$ cat src/rtl/rsc_pkg.sv
package rsc_pkg;
  localparam int unsigned STAT_W  = 8;
  localparam int unsigned BIT_SW  = 4;
  localparam int unsigned BIT_USB = 7;

  // field order mirrors status bits 7..4
  typedef struct packed {
    logic usb;
    logic flash;
    logic wdt;
    logic sw;
  } cause_t;

  // fixed priority: watchdog, flash, software, usb
  function automatic cause_t pick_cause(cause_t r);
    cause_t w;
    w = '0;
    if (r.wdt)        w.wdt   = 1'b1;
    else if (r.flash) w.flash = 1'b1;
    else if (r.sw)    w.sw    = 1'b1;
    else if (r.usb)   w.usb   = 1'b1;
    return w;
  endfunction

  function automatic logic [STAT_W-1:0] pack_status(cause_t s);
    return {s, 4'b0000};
  endfunction
endpackage

$ cat src/rtl/rsc_wdog.sv
module rsc_wdog #(
  parameter int unsigned DIV  = 12,
  parameter int unsigned LOAD = 15
) (
  input  logic clk,
  input  logic rst_n,
  input  logic hold,
  input  logic kick,
  input  logic cfg_we,
  input  logic cfg_dis,
  output logic expire
);
  localparam int unsigned PW = (DIV > 1) ? $clog2(DIV) : 1;
  localparam int unsigned CW = $clog2(LOAD + 1);

  logic [PW-1:0] pre;
  logic [CW-1:0] cnt;
  logic          en;
  logic          last_tick;

  function automatic logic [PW-1:0] next_pre(logic [PW-1:0] p, logic wrap);
    return wrap ? '0 : p + 1'b1;
  endfunction

  assign last_tick = (pre == PW'(DIV - 1));
  assign expire    = en && last_tick && (cnt == '0);

  always_ff @(posedge clk or negedge rst_n) begin
    if (!rst_n) begin
      en  <= 1'b1;
      pre <= '0;
      cnt <= CW'(LOAD);
    end else if (hold) begin
      en  <= 1'b1;
      pre <= '0;
      cnt <= CW'(LOAD);
    end else begin
      if (cfg_we) en <= !cfg_dis;
      if (kick) begin
        pre <= '0;
        cnt <= CW'(LOAD);
      end else if (en) begin
        pre <= next_pre(pre, last_tick);
        if (last_tick) cnt <= cnt - 1'b1;
      end
    end
  end


  wdog_rearm_chk: assert property (@(posedge clk) disable iff (!rst_n)
    hold |=> en) else $error("watchdog not re-armed by reset");
endmodule

$ cat src/rtl/rsc_edge.sv
module rsc_edge #(
  parameter int unsigned STAGES = 2
) (
  input  logic clk,
  input  logic rst_n,
  input  logic din,
  output logic toggled
);
  logic [STAGES:0] sh;

  always_ff @(posedge clk or negedge rst_n) begin
    if (!rst_n) sh <= '0;
    else        sh <= {sh[STAGES-1:0], din};
  end

  assign toggled = sh[STAGES] ^ sh[STAGES-1];
endmodule

$ cat src/rtl/rsc_arb.sv
module rsc_arb
  import rsc_pkg::*;
#(
  parameter int unsigned RST_LEN = 4
) (
  input  logic   clk,
  input  logic   rst_n,
  input  cause_t req,
  output cause_t win,
  output logic   trig,
  output logic   busy
);
  localparam int unsigned LW = $clog2(RST_LEN + 1);

  logic [LW-1:0] left;

  assign busy = (left != '0);
  assign win  = busy ? '0 : pick_cause(req);
  assign trig = |win;

  always_ff @(posedge clk or negedge rst_n) begin
    if (!rst_n)    left <= '0;
    else if (trig) left <= LW'(RST_LEN);
    else if (busy) left <= left - 1'b1;
  end


  pulse_min_chk: assert property (@(posedge clk) disable iff (!rst_n)
    $rose(busy) |=> busy) else $error("reset pulse too short");
endmodule

$ cat src/rtl/reset_cause_hub.sv
module reset_cause_hub
  import rsc_pkg::*;
#(
  parameter int unsigned CLK_DIV  = 12,
  parameter int unsigned WDT_LOAD = 15,
  parameter int unsigned RST_LEN  = 4
) (
  input  logic        clk,
  input  logic        pwr_rst_n,
  input  logic        bus_we,
  input  logic        bus_addr,
  input  logic [7:0]  bus_wdata,
  input  logic        wdt_kick,
  input  logic        flash_err,
  input  logic        usb_func_en,
  input  logic        usb_bus_rst,
  input  logic        vbus,
  output logic        sys_rst,
  output logic [7:0]  stat_rdata
);
  cause_t req, win, stat_q;
  logic   busy, trig, wdt_expire, vbus_toggle;
  logic   wr_ok, stat_wr, ctrl_wr;
  logic   unused_wdata;

  assign wr_ok   = bus_we && !busy;
  assign stat_wr = wr_ok && !bus_addr;
  assign ctrl_wr = wr_ok &&  bus_addr;
  assign unused_wdata = ^{bus_wdata[6:5], bus_wdata[3:1]};

  rsc_wdog #(.DIV(CLK_DIV), .LOAD(WDT_LOAD)) u_wdog (
    .clk(clk), .rst_n(pwr_rst_n), .hold(busy || trig), .kick(wdt_kick),
    .cfg_we(ctrl_wr), .cfg_dis(bus_wdata[0]), .expire(wdt_expire));

  rsc_edge #(.STAGES(2)) u_vbus (
    .clk(clk), .rst_n(pwr_rst_n), .din(vbus), .toggled(vbus_toggle));

  always_comb begin
    req.wdt   = wdt_expire;
    req.flash = flash_err;
    req.sw    = stat_wr && bus_wdata[BIT_SW];
    req.usb   = stat_q.usb && ((usb_bus_rst && usb_func_en) || vbus_toggle);
  end

  rsc_arb #(.RST_LEN(RST_LEN)) u_arb (
    .clk(clk), .rst_n(pwr_rst_n), .req(req), .win(win), .trig(trig), .busy(busy));

  always_ff @(posedge clk or negedge pwr_rst_n) begin
    if (!pwr_rst_n)   stat_q     <= '0;
    else if (trig)    stat_q     <= win;
    else if (stat_wr) stat_q.usb <= bus_wdata[BIT_USB];
  end

  assign sys_rst    = busy;
  assign stat_rdata = pack_status(stat_q);


  sw_req_chk: assert property (@(posedge clk) disable iff (!pwr_rst_n)
    req.sw |=> sys_rst) else $error("software request lost");

  wdt_flag_chk: assert property (@(posedge clk) disable iff (!pwr_rst_n)
    (wdt_expire && !busy) |=> (sys_rst && stat_rdata[5])) else $error("watchdog flag missing");

  flash_flag_chk: assert property (@(posedge clk) disable iff (!pwr_rst_n)
    (flash_err && !busy && !wdt_expire) |=> stat_rdata[6]) else $error("flash flag missing");

  vbus_rst_chk: assert property (@(posedge clk) disable iff (!pwr_rst_n)
    (vbus_toggle && stat_q.usb && !busy) |=> sys_rst) else $error("vbus edge ignored");

  stat_hold_chk: assert property (@(posedge clk) disable iff (!pwr_rst_n)
    sys_rst |=> $stable(stat_rdata)) else $error("status moved during pulse");

  one_flag_chk: assert property (@(posedge clk) disable iff (!pwr_rst_n)
    $onehot0(stat_rdata[6:4])) else $error("several cause flags set");
endmodule

$ cat config.mk
export PLATFORM = sky130hd
export DESIGN_NAME = reset_cause_hub
export DESIGN_NICKNAME = d
export VERILOG_FILES = /design/src/rtl/rsc_pkg.sv /design/src/rtl/rsc_wdog.sv /design/src/rtl/rsc_edge.sv /design/src/rtl/rsc_arb.sv /design/src/rtl/reset_cause_hub.sv
export SDC_FILE = /design/constraint.sdc
export NUM_CORES = 1
export LEC_CHECK = 0
export CAP_MARGIN = 20
export CORE_MARGIN = 4
export CORE_UTILIZATION = 25
export CTS_CLUSTER_SIZE = 28
export DETAILED_ROUTE_END_ITERATION = 8
export PLACE_DENSITY_LB_ADDON = 0.2
export SYNTH_ARGS = -nofsm -noshare
export SYNTH_HDL_FRONTEND = slang
export SYNTH_HIERARCHICAL = 1
export SYNTH_SLANG_ARGS = --single-unit
$ cat constraint.sdc
create_clock -name clk -period 4 [get_ports clk]
set_input_delay 0.4 -clock clk [delete_from_list [all_inputs] [get_ports clk]]
set_output_delay 0.4 -clock clk [all_outputs]
set_load 0.01 [all_outputs]
==> reports/results.env <==
OUTCOME='finished clean'
GRT_START_MAX_NET_PINS=20
DPL_WIRE_LENGTH_UM=1540
FINAL_LAYOUT_SIZE_SUFFIX_GT1_FRAC=0.200
GRT_REMAINING_OVERFLOW=0
SYNTHDISTINCTLIBCELLS=39
WORSTPATHARRIVAL_NS=2.84
POWERDENSITY_nW_PER_UM2=422
POST-ROUTE-MIN-PERIOD_NS=2.67
WORST-SLEW-PIN-TRANSITION_NS=0.860
CTS_INSERTED_BUFFERS=3
GRT_USAGE=0.0837
SYNTH-WARNING-COUNT=6
SYN_AREA_UM2=1050
SWSHARE=0.310
FIN_CRIT_SH=0.666
CLOCK_SLEW_AT_REPORTED_PATH_FFS_NS=0.07
WORSTSKEWPAIRLATENCY_NS=0.25
CTS_SETUP_BUFFERS=0
DRT_ITER0_DRC=17
SYNTH_TOP_AREA_CELL='dfrtp_1'
SYNTH_SEQ_CELLS=19
ANTENNA_FOUND_INITIAL=0
CP.REQUIRED_NS=4.17
NETLIST.AREA_LEADER.SHARE=0.333
CRIT_FANOUT=9
PATH_CLASS='reg2reg'
INITIAL_UTILIZATION=0.261
P_LEAK_nW=0.573
SYN_AREA_PER_CELL_UM2=10.8
PWR-SHARE-SEQ=0.438
ANT_NETS=0
FINALHOLDVIOLCOUNT=0
REMAINING_DRC_ERRORS=0
POSTSYNTH.ASYNCRESETSHARE=1.00
LAYOUT.CELLS.MOST_COMMON='clkdlybuf4s50_1'
DETAIL_ROUTE.WIRELENGTH_UM=2010
ANTENNA-DIODE-COUNT=0
FLOORPLAN.DIE.HEIGHT_UM=72.9
CLOCK_TREE.ROOT_CELL='clkbuf_8'
SYNTH_TOP_FLOP_CELL='dfrtp_1'
TIMING.FINAL.SETUP_VIOLATIONS=0
MAX_FREQ_MHz=375
DESIGN.PORTCOUNT=26
PEAKVDDDROP_V=0.000170
MAX-SLEW-MARGIN-REL=0.425
PORT_BUFFERS=16
SYNTH-EDFF-COUNT=0
SYNTHTOLAYOUTAREAGROWTH_PCT=22.6
SYNTH_SEQ_AREA_SHARE=0.458
NETS=138
LAYOUT_COMMON_CELLS='16 x clkdlybuf4s50_1, 14 x dfrtp_1, 7 x nor2_1, 7 x nand2_1'
CTS_MAX_PATH_BUFFERS=2
GRT_PASS1_VIAS=776
ROUTED_WIRE_LENGTH_PER_INSTANCE_UM=12.2
FINISH.CELL_COUNT_WITHOUT_FILLERS=165
GLOBALPLACE.CONGESTION=0.756
SEQ_AREA_UM2=482
STD_CELL_ROWS=23
POWER_mW=0.544
CORE_UM2=4030
POST_CTS_RESIZE_COUNT=0
FILLERS=427
GRT_FIRST_PASS_WIRELENGTH_UM=3430
CTS_TREE='built'
DIE_X_UM=72.9
OVERALL_VIA_COUNT_FROM_DETAIL_ROUTE=729
LAYOUT.CORE_UTILIZATION=0.320
TOTAL_SWITCHING_POWER_mW=0.169
INTPOWER_mW=0.376
FIN_WORST_SKEW_NS=0.000968
CATEGORY_OF_THE_WORST_SETUP_PATH_LAUNCH_POINT='flop'
CTS-HOLD-FIX-BUFFERS=0
SETUP_REPAIR_AFTER_GLOBAL_ROUTING_MISSED_ITS_MARGIN='no'
FIRST_PASS_ITERS=2
DIE_AREA_UM2=5310
MAXCAPVIOLCOUNT=0
FINALSETUPTNS_NS=0
SHARE_COMB_OF_TOTAL_POWER=0.319
DPL_CELLS=161
SLEW_VIOLATIONS=0
HP-CLASS='reg2reg'
CTS.HTREE.LEVELS=1
HOLDWS_NS=0.353
ROUTE.DETAILED.VIAS_PER_INST=4.42
SYNTH_CELLS=97
CLKSINKCOUNT=19
MULTI_INPUT_AREA_UM2=522
CLOCK_POWER_SHARE=0.243
CRITICAL_PATH.ENDPOINT_TYPE='flop'
RANKING_OF_SYNTHESIZED_CELLS_BY_AREA='dfrtp_1 33%, dfstp_2 12%, ha_1 5.9%, mux2_2 4.3%, mux2i_1 2.9%'
## metrics by stage
step / setup WS (ns) / instance area [um2]
floorplan: 1.60 / 1060
global placement: 1.35 / 1240
detailed placement: 1.31 / 1240
CTS: 1.30 / 1290
global route: 1.12 / 1290
finish: 1.33 / 1290
## routing by layer
| metal | share of wire | vias to the layer above | track usage |
|---|---|---|---|
| li1 | - | 365 | - |
| met1 | 0.46 | 348 | 0.0994 |
| met2 | 0.49 | 14 | 0.142 |
| met3 | 0.038 | 2 | 0.0165 |
| met4 | 0.015 | 0 | 0.0430 |
| met5 | 0 | - | 0 |
## worst paths after layout
check | depth (start not counted) | end | from | slack, ns
setup / recovery | 11 | u_wdog/pre[0]$_DFFE_PN0P_ | u_arb/left[0]$_DFFE_PN0P_ | 1.33
hold / removal | 0 | u_vbus/sh[1]$_DFF_PN0_ | u_vbus/sh[0]$_DFF_PN0_ | 0.35
setup reg to reg | 11 | u_wdog/pre[0]$_DFFE_PN0P_ | u_arb/left[0]$_DFFE_PN0P_ | 1.33
hold reg to reg | 0 | u_vbus/sh[1]$_DFF_PN0_ | u_vbus/sh[0]$_DFF_PN0_ | 0.35
max in group asynchronous | 1 | u_wdog/pre[1]$_DFFE_PN0P_ | pwr_rst_n | 2.84
min in group asynchronous | 1 | stat_rdata[6]$_DFFE_PN0P_ | pwr_rst_n | 0.64
## cell type report
cell class | count | area share
inverters | 5 | 0.0145
multi-input cells | 71 | 0.404
clock buffers | 4 | 0.0349
well taps | 50 | 0.0485
repair buffers | 16 | 0.124
flip-flops and latches | 19 | 0.373
## kinds of logic (layout without fill, tap and decap cells)
group	after synthesis	count (layout)	synth area share
and+or+nand+nor	38	38	0.249
DFF	19	19	0.458
AOI/OAI and AO/OA	14	14	0.0749
buffers and inverters	10	25	0.0571
muxes	8	8	0.0820
adders and majority gates	5	5	0.0595
xor gates and xnor gates	2	2	0.0166
other	1	4	0.00356
## registers in the layout (all words and copies together) (netlist names)
name and count:
stat_rdata 4, u_wdog/cnt 4, u_wdog/pre 4, u_arb/left 3, u_vbus/sh 3, u_wdog/en 1
## synthesized netlist by cell type (2+ instances only)
| cell type | number |
|---|---|
| o21ai_1 | 4 |
| mux2i_1 | 3 |
| dfrtp_1 | 14 |
| buf_4 | 4 |
| nor2_1 | 7 |
| nand3_1 | 3 |
| nor4b_2 | 2 |
| nor3_1 | 3 |
| nand2_1 | 7 |
| dfstp_2 | 5 |
| a21oi_1 | 4 |
| mux2_2 | 4 |
| o21ai_0 | 3 |
| inv_1 | 4 |
| and3_1 | 2 |
| ha_1 | 5 |
## power groups by stage
stage | logic [mW] | clock network [mW] | registers, mW
after CTS | 0.177 | 0.137 | 0.239
after detailed placement | 0.176 | 0 | 0.242
after floorplan | 0.118 | 0 | 0.241
final | 0.174 | 0.132 | 0.238
after global routing | 0.195 | 0.144 | 0.241
after global placement | 0.170 | 0 | 0.241
## worst max-delay path, stage by stage, from the launching register on
cell and delay, ns:
dfrtp_1 0.37, inv_1 0.07, ha_1 0.21, nor2b_4 0.15, inv_2 0.14, nor3b_2 0.08, and2_2 0.22, nor4_4 0.38
nor2_1 0.18, or2_1 0.27, or2_2 0.34, nor3_1 0.17
No activity file was read; power rests on OpenSTA's default activity.
